`src/rtl/sleep_pkg.sv`:
```
package sleep_pkg;
  typedef enum logic [2:0] {
    ST_RUN       = 3'd0,
    ST_NAP       = 3'd1,
    ST_DEEP      = 3'd2,
    ST_HOLD_HALT = 3'd3,
    ST_HOLD_LIVE = 3'd4,
    ST_HOLD_WAIT = 3'd5
  } slp_state_e;

  typedef struct packed {
    logic cpu_en;
    logic per_en;
    logic hiz;
  } slp_ctl_t;
endpackage

```
`src/rtl/slp_pin_qual.sv`:
```
module slp_pin_qual #(
  parameter int QUAL_CYCLES = 5
) (
  input  logic clk_i,
  input  logic rst_ni,
  input  logic pin_i,
  output logic qual_o
);
  localparam int CW = (QUAL_CYCLES > 1) ? $clog2(QUAL_CYCLES) : 1;
  localparam logic [CW-1:0] CNT_TOP = CW'(QUAL_CYCLES - 1);

  logic [CW-1:0] cnt_q;

  // counts earlier consecutive high samples, saturating
  always_ff @(posedge clk_i or negedge rst_ni) begin
    if (!rst_ni)             cnt_q <= '0;
    else if (!pin_i)         cnt_q <= '0;
    else if (cnt_q < CNT_TOP) cnt_q <= cnt_q + 1'b1;
  end

  assign qual_o = pin_i && (cnt_q >= CNT_TOP);

  generate
    if (QUAL_CYCLES > 1) begin : g_chk

      qual_history_chk: assert property (@(posedge clk_i) disable iff (!rst_ni)
        qual_o |-> $past(pin_i));
    end
  endgenerate
endmodule

```
`src/rtl/slp_wake_src.sv`:
```
module slp_wake_src #(
  parameter int N_ONCHIP    = 3,
  parameter int N_EXT       = 2,
  parameter int QUAL_CYCLES = 5
) (
  input  logic                clk_i,
  input  logic                rst_ni,
  input  logic [N_ONCHIP-1:0] onchip_irq_i,
  input  logic [N_EXT-1:0]    ext_irq_i,
  output logic                any_irq_o,
  output logic                deep_wake_o
);
  logic [N_EXT-1:0] qual;

  generate
    for (genvar g = 0; g < N_EXT; g++) begin : g_pin
      slp_pin_qual #(.QUAL_CYCLES(QUAL_CYCLES)) i_qual (
        .clk_i  (clk_i),
        .rst_ni (rst_ni),
        .pin_i  (ext_irq_i[g]),
        .qual_o (qual[g])
      );
    end
  endgenerate

  assign any_irq_o   = (|onchip_irq_i) | (|ext_irq_i);
  assign deep_wake_o = |qual;
endmodule

```
`src/rtl/slp_fsm.sv`:
```
module slp_fsm
  import sleep_pkg::*;
(
  input  logic       clk_i,
  input  logic       rst_ni,
  input  logic       idle_light_i,
  input  logic       idle_deep_i,
  input  logic       hold_req_i,
  input  logic       hold_mode_i,
  input  logic       ext_access_i,
  input  logic       int_mask_i,
  input  logic       any_irq_i,
  input  logic       deep_wake_i,
  output slp_state_e state_o,
  output logic       wake_vector_o,
  output logic       wake_inline_o
);
  slp_state_e st_q, st_d;
  logic wake_d, vec_q, inl_q;

  always_comb begin
    st_d   = st_q;
    wake_d = 1'b0;
    case (st_q)
      ST_RUN: begin
        if (hold_req_i)
          st_d = hold_mode_i ? ST_HOLD_HALT :
                 (ext_access_i ? ST_HOLD_WAIT : ST_HOLD_LIVE);
        else if (idle_deep_i)  st_d = ST_DEEP;
        else if (idle_light_i) st_d = ST_NAP;
      end
      ST_NAP:  if (any_irq_i)   begin st_d = ST_RUN; wake_d = 1'b1; end
      ST_DEEP: if (deep_wake_i) begin st_d = ST_RUN; wake_d = 1'b1; end
      ST_HOLD_HALT: if (!hold_req_i) st_d = ST_RUN;
      ST_HOLD_LIVE: begin
        if (!hold_req_i)       st_d = ST_RUN;
        else if (ext_access_i) st_d = ST_HOLD_WAIT;
      end
      ST_HOLD_WAIT: if (!hold_req_i) st_d = ST_RUN;
      default: st_d = ST_RUN;
    endcase
  end

  always_ff @(posedge clk_i or negedge rst_ni) begin
    if (!rst_ni) begin
      st_q  <= ST_RUN;
      vec_q <= 1'b0;
      inl_q <= 1'b0;
    end else begin
      st_q  <= st_d;
      vec_q <= wake_d & ~int_mask_i;
      inl_q <= wake_d & int_mask_i;
    end
  end

  assign state_o       = st_q;
  assign wake_vector_o = vec_q;
  assign wake_inline_o = inl_q;


  wake_after_idle_chk: assert property (@(posedge clk_i) disable iff (!rst_ni)
    (vec_q || inl_q) |-> ($past(st_q) == ST_NAP || $past(st_q) == ST_DEEP));

  wake_one_kind_chk: assert property (@(posedge clk_i) disable iff (!rst_ni)
    $onehot0({vec_q, inl_q}));

  stall_keeps_chk: assert property (@(posedge clk_i) disable iff (!rst_ni)
    (st_q == ST_HOLD_WAIT && hold_req_i) |=> st_q == ST_HOLD_WAIT);
endmodule

```
`src/rtl/slp_out_dec.sv`:
```
module slp_out_dec
  import sleep_pkg::*;
(
  input  slp_state_e state_i,
  output slp_ctl_t   ctl_o
);
  always_comb begin
    case (state_i)
      ST_RUN:       ctl_o = '{cpu_en: 1'b1, per_en: 1'b1, hiz: 1'b0};
      ST_NAP:       ctl_o = '{cpu_en: 1'b0, per_en: 1'b1, hiz: 1'b0};
      ST_DEEP:      ctl_o = '{cpu_en: 1'b0, per_en: 1'b0, hiz: 1'b0};
      ST_HOLD_HALT: ctl_o = '{cpu_en: 1'b0, per_en: 1'b1, hiz: 1'b1};
      ST_HOLD_LIVE: ctl_o = '{cpu_en: 1'b1, per_en: 1'b1, hiz: 1'b1};
      ST_HOLD_WAIT: ctl_o = '{cpu_en: 1'b0, per_en: 1'b1, hiz: 1'b1};
      default:      ctl_o = '{cpu_en: 1'b1, per_en: 1'b1, hiz: 1'b0};
    endcase
  end
endmodule

```
`src/rtl/core_sleep_seq.sv`:
```
module core_sleep_seq
  import sleep_pkg::*;
#(
  parameter int N_ONCHIP         = 3,
  parameter int N_EXT            = 2,
  parameter int WAKE_HOLD_CYCLES = 5
) (
  input  logic                clk_i,
  input  logic                rst_ni,
  input  logic                idle_light_i,
  input  logic                idle_deep_i,
  input  logic                hold_req_i,
  input  logic                hold_mode_i,
  input  logic [N_ONCHIP-1:0] onchip_irq_i,
  input  logic [N_EXT-1:0]    ext_irq_i,
  input  logic                int_mask_i,
  input  logic                ext_access_i,
  output logic                cpu_clk_en_o,
  output logic                per_clk_en_o,
  output logic                bus_hiz_o,
  output logic                wake_vector_o,
  output logic                wake_inline_o
);
  logic       any_irq, deep_wake;
  slp_state_e state;
  slp_ctl_t   ctl;

  slp_wake_src #(
    .N_ONCHIP(N_ONCHIP), .N_EXT(N_EXT), .QUAL_CYCLES(WAKE_HOLD_CYCLES)
  ) i_src (
    .clk_i        (clk_i),
    .rst_ni       (rst_ni),
    .onchip_irq_i (onchip_irq_i),
    .ext_irq_i    (ext_irq_i),
    .any_irq_o    (any_irq),
    .deep_wake_o  (deep_wake)
  );

  slp_fsm i_fsm (
    .clk_i         (clk_i),
    .rst_ni        (rst_ni),
    .idle_light_i  (idle_light_i),
    .idle_deep_i   (idle_deep_i),
    .hold_req_i    (hold_req_i),
    .hold_mode_i   (hold_mode_i),
    .ext_access_i  (ext_access_i),
    .int_mask_i    (int_mask_i),
    .any_irq_i     (any_irq),
    .deep_wake_i   (deep_wake),
    .state_o       (state),
    .wake_vector_o (wake_vector_o),
    .wake_inline_o (wake_inline_o)
  );

  slp_out_dec i_dec (
    .state_i (state),
    .ctl_o   (ctl)
  );

  assign cpu_clk_en_o = ctl.cpu_en;
  assign per_clk_en_o = ctl.per_en;
  assign bus_hiz_o    = ctl.hiz;


  deep_stays_chk: assert property (@(posedge clk_i) disable iff (!rst_ni)
    (!per_clk_en_o && !deep_wake) |=> !per_clk_en_o);

  hold_release_chk: assert property (@(posedge clk_i) disable iff (!rst_ni)
    (bus_hiz_o && !hold_req_i) |=>
      (!bus_hiz_o && cpu_clk_en_o && !wake_vector_o && !wake_inline_o));

  nap_no_irq_chk: assert property (@(posedge clk_i) disable iff (!rst_ni)
    (state == ST_NAP && !any_irq) |=> (state == ST_NAP));
endmodule

```
`config.mk`:
```
export PLATFORM = sky130hd
export DESIGN_NAME = core_sleep_seq
export DESIGN_NICKNAME = d
export VERILOG_FILES = /design/src/rtl/sleep_pkg.sv /design/src/rtl/slp_pin_qual.sv /design/src/rtl/slp_wake_src.sv /design/src/rtl/slp_fsm.sv /design/src/rtl/slp_out_dec.sv /design/src/rtl/core_sleep_seq.sv
export SDC_FILE = /design/constraint.sdc
export NUM_CORES = 1
export LEC_CHECK = 0
export ABC_AREA = 1
export BUFFER_PORTS_ARGS = -buffer_cell sky130_fd_sc_hd__buf_4
export CORE_UTILIZATION = 45
export CTS_CLUSTER_SIZE = 10
export DETAILED_ROUTE_END_ITERATION = 10
export GPL_TIMING_DRIVEN = 0
export HOLD_SLACK_MARGIN = 0.05
export PLACE_DENSITY = 0.68
export SLEW_MARGIN = 40
export SYNTH_ARGS = -nofsm -noshare
export SYNTH_HDL_FRONTEND = slang
export SYNTH_SLANG_ARGS = --single-unit
```
`constraint.sdc`:
```
create_clock -name clk_i -period 1 [get_ports clk_i]
set_input_delay 0 -clock clk_i [delete_from_list [all_inputs] [get_ports clk_i]]
set_output_delay 0 -clock clk_i [all_outputs]
set_load 0.01 [all_outputs]
```
# Yosys cells after proc, flatten, opt, wreduce, memory -nomap -nowiden
# Index checks and enable logic that the tools add are counted.
[op_classes] shift=0 n_div=0 multipliers=0 order_cmp=4 addsub=2 bitwise=4 reduce_logical=8 mux=19 n_eq_ne=12
[op_table] cell="2-to-1 mux 3 bit" count=13
[op_table] cell="case mux 3 bit (5 select lines)" count=1
[op_table] cell="case mux 3 bit (4 select lines)" count=1
[op_table] cell="adder 3 x 1 -> 3 bit, second input constant" count=2
[op_table] cell="== test 3 x 2 -> 1 bit, second input constant" count=2
[op_table] cell="== test 3 bit, second input constant" count=2
[op_table] cell=">= comparator 3 bit, second input constant" count=2
[op_table] cell="less-than comparator 3 bit, second input constant" count=2
[op_table] cell="!= test 2 bit, second input constant" count=3
[op_table] cell="OR reduction 2 bit" count=3
[op_table] cell="AND reduction 5 bit" count=1
[op_table] cell="!= test 2 x 1 -> 1 bit, second input constant" count=2
[op_table] cell="!= test 4 bit, second input constant" count=1
[op_table] cell="== test 3 x 1 -> 1 bit, second input constant" count=1
[op_table] cell="logical NOT 3 bit" count=1
[op_table] cell="2-to-1 mux 1 bit" count=3
[op_table] cell="!= test 3 bit, second input constant" count=1
[op_table] cell="OR reduction 3 bit" count=1
[op_table] cell="bitwise AND 1 bit" count=2
[op_table] cell="logical AND 1 bit" count=2
[op_table] cell="case mux 1 bit (2 select lines)" count=1
[op_table] cell="NOT 1 bit" count=1
[op_table] cell="bitwise OR 1 bit" count=1
[totals] register_bits=11 input_bits=13 memories=0 output_inout_bits=5 wordCells=54 latch_bits=0 mem_bits_rw=0 rom_bits=0

# Longest topological paths before layout
[logic_depth] word_depth=6 depth_mapped=8 ltp_nobuf=8

# Hierarchy
# From an unflattened synthesis, not the netlist that was laid out.
[hier_totals] hier_cells=108 area_unflattened_um2=716.9
[by_module_without_submodules] module="slp_fsm" cells_per_inst=60 area_per_inst_um2=372.9 seq_area_each_um2=125.1 instances=1
[by_module_without_submodules] module="slp_pin_qual" cells_per_inst=16 area_per_inst_um2=137.6 seq_area_each_um2=75.1 instances=2
[by_module_without_submodules] module="slp_out_dec" cells_per_inst=11 area_per_inst_um2=46.3 seq_area_each_um2=0.0 instances=1
[by_module_without_submodules] module="slp_wake_src" cells_per_inst=5 area_per_inst_um2=22.5 seq_area_each_um2=0.0 instances=1

# Worst setup path after synthesis
# No wires, ideal clock.
[synth_path] path_kind="register to register" startpoint="reg i_fsm.st_q[2] (netlist: i_fsm.state_o[2])" endpoint="reg i_fsm.st_q[2] (netlist: i_fsm.state_o[2])" arrival_time_ps=964 period_less_slack_ps=1080 path_slack_ps=-80 path_buffers=0 path_stages_with_launch=9 required_ps=883 setup_time_ps=117 path_cell_list="dfrtp_1 > nor2_1 > nand2_2 > inv_2 > nand2_1 > nand2_1 > nor2_2 > nand3_1 > nand2_1"
[synth_between] elab_chain_len=4 elab_cells_between_ends=14 cone_classes="10 x eq/ne; 1 x mux; 3 x reduce/logical"
[synth_rtl] element="start, declared" line_no="slp_fsm.sv:18" rtl="slp_state_e st_q, st_d;"
[synth_rtl] element="start signal, assigned" line_no="slp_fsm.sv:50" rtl="st_q <= st_d;"
[synth_rtl] element="== test 3 x 2 -> 1 bit or == test 3 bit (tied branches)" line_no="slp_fsm.sv:24" rtl="case (st_q)"
[synth_rtl] element="OR reduction 2 bit (no line)"
[synth_rtl] element="!= test 2 bit (no line)"
[synth_rtl] element="AND reduction 5 bit (no line)"
# Several ways; a longest one is shown, not always the timed one.
# A chain may end at the register's enable or synchronous reset.

# Worst setup path in the final report
[layout_path] startpoint="reg i_fsm.st_q[0] (netlist: i_fsm.state_o[0])" endpoint="reg i_fsm.st_q[2] (netlist: i_fsm.state_o[2])"
# Same word-level chain as after synthesis.

==> reports/qor.txt <==
Outcome: complete, but fails checks
Failing checks: negative setup slack
Clock root buffer: clkbuf_4
Worst-path clk slew: 0.07 ns
Slew HR: 88.4%
Clock buffer count from CTS: 3
I/O Pins: 18
CP max stage cell: dfrtp_2
Leakage power total: 0.553 nW
GRT Util Overall: 21.0%
Synth warn: 0
Worst Path Class, Setup: flop to flop
CTS tree: yes
Hold slack: 0.0702 ns
Clock Tree Buf Depth: 2
Storage cell area: 279 µm²
Pre-CTS WS: -0.163 ns
Number of vias per cell: 5.01
FF-to-FF setup slack: -0.19 ns
Final Cycle Share: 119%
Detail Placement HPWL: 1120 µm
MaxCap Viol Count: 0
Final Setup Violations: 8
RSZ-0062 raised after global routing: true
Worst-Skew Late Latency: 0.26 ns
Fin nets: 146
Placeable Area: 1380 µm²
Synth Area per Inst: 7.03 µm²
Remaining global-route overflow: 0
Crit-path max FO: 5
Synth Flop Type: dfrtp_1
Hold depth: 4
ANT cells: 0
Fmax: 843 MHz
Initial DRC count: 11
Cell count after synthesis: 100
Syn_nets: 115
Sinks on Clock Net: 11
Hold path endpoint: i_fsm.state_o[2]
Synthesis-to-layout area growth: 42.9%
Synth top area cells: dfrtp_1 39%, nand2_1 13%, nand3_1 9.3%
Synth cell count leaders: 24 x nand2_1, 17 x inv_1, 13 x nand3_1
Tot Pwr: 2.23 mW
Worst r2r dst: i_fsm.state_o[2]
Yosys top cell area share: 39.1%
Setup crit end kind: flop
Routed WL: 1570 µm
Total vias in the final route: 727
HP Class: input port to flop
Yosys cell types: 15
Vias in the first global route: 718
# fillers: 116
Avg WL per Cell: 10.8 µm
Setup_tns: -1.07 ns
Most common cell in the netlist: nand2_1
Final core occ: 72.7%
GP Congestion: 0.803
PD cells: 2220 nW/µm²
Worst VDD drop: 1.15 mV
Final hold vios: 0
Area leader, netlist: dfrtp_1
Remaining DRCs: 0
Largest net degree at the start of global routing: 12
Detail Route Antenna Nets: 0
Fin crit period: 1.19 ns
Die H: 41.5 µm
Worst Hold Launch: hold_mode_i
RR Startpoint: i_fsm.state_o[0]
Htree depth: 1
Fin. max-slew vios: 0
Die Area: 1720 µm²
Number of flops mapped to enable cells by yosys: 0
Port Buf Inserts: 17
Worst Path Required: 1.19 ns
Final worst slack: -0.187 ns
Part of the Yosys area used for sequential elements: 39.1%
Initial Util: 50.9%
Row Count: 13
Reg2reg path depth: 7
Cell area after synthesis: 703 µm²
Async S/R FF share, synth: 100%
Die width: 41.5 µm
Worst Tran Pin Value: 0.173 ns
Synthesis-stage register bit count: 11
1st-pass router iterations: 4
Final Skew: 0.00993 ns
Multi-input logic area: 397 µm²
Critical-path cell list: nor2_4, nand2_2, nor2_4, nor2_2, nand3_2, nand2_1, nand2_1
Worst setup SP type: flop
Initial antenna violation count: 0
CP peak stage delay: 0.45 ns
Ratio of cells with drive above 1 in the final layout: 40.0%
Global-route wire length before repair: 2830 µm
Arr. time, crit path: 1.38 ns
==> power breakdown <==
group / total (mW) / switching, mW / internal (mW)
combinational: 1.22 / 0.687 / 0.531
sequential: 0.722 / 0.152 / 0.570
clock: 0.291 / 0.137 / 0.154
total: 2.23 / 0.976 / 1.26
==> final cells by class <==
class / count / area share (%)
clock buffer: 4 / 2.62
sequential: 11 / 27.8
multi-input combinational: 70 / 39.5
timing repair buffer: 26 / 20.9
tap: 15 / 1.87
inverter: 19 / 7.35
==> cells in the final DEF, fill, tap and decap left out, drive strengths merged <==
cell	count
nand2	31
buf	20
inv	19
nor2	17
nand3	14
dfrtp	11
dlygate4sd3	6
clkbuf	4
o21ai	3
ha	2
o22ai	1
nand3b	1
a211oi	1
==> state kept, by name (all words and copies together), names as in the netlist <==
| name | cells |
|---|---|
| i_fsm.wake_vector_o | 1 |
| i_src.g_pin.i_qual.cnt_q | 6 |
| i_fsm.state_o | 3 |
| i_fsm.wake_inline_o | 1 |
==> stage by stage <==
step	cell area [µm²]	instances
2_1_floorplan	708	100
3_3_place_gp	855	132
3_5_place_dp	855	132
4_1_cts	957	142
5_1_grt	1000	145
6_report	1000	145
==> worst max path at each step <==
stage | startpoint | end | slack, ns | depth (start not counted)
6_report | i_fsm.state_o[0] | i_fsm.state_o[2] | -0.19 | 7
5_1_grt | i_fsm.state_o[1] | i_fsm.state_o[2] | -0.26 | 8
4_1_cts | i_fsm.state_o[0] | i_fsm.state_o[2] | -0.15 | 8
3_5_place_dp | i_fsm.state_o[1] | i_fsm.state_o[2] | -0.16 | 5
3_3_place_gp | i_fsm.state_o[1] | i_fsm.state_o[2] | -0.17 | 5
2_1_floorplan | i_fsm.state_o[1] | i_fsm.state_o[2] | -0.06 | 6
==> critical path: cells and delay by family (launching register included) <==
family           cells  cell delay (ns)
DFF                  1             0.45
and+or+nand+nor      7             0.65
==> metal layers <==
layer | share of wire (%) | GRT usage, %
met1 | 45 | 24.9
met5 | 0 | 0
met2 | 49 | 34.7
met3 | 3.6 | 5.22
met4 | 2.7 | 11.0
==> timing repair <==
| item | in CTS | in global routing |
|---|---|---|
| pin swaps | 4 | 2 |
| setup endpoints to repair | 8 | 8 |
| hold endpoints to repair | 18 | 2 |
| hold buffers | 4 | 2 |
| buffers inserted | 2 | 1 |
| gates resized for setup | 7 | 7 |
==> cell families after synthesis <==
kind of cell | Yosys count | synth area share, %
buffers and inverters | 19 | 10.1
AOI/OAI and AO/OA | 5 | 4.09
adders and majority gates | 2 | 3.56
DFF | 11 | 39.1
and+or+nand+nor | 63 | 43.1
No activity file was read; power rests on OpenSTA's default activity.
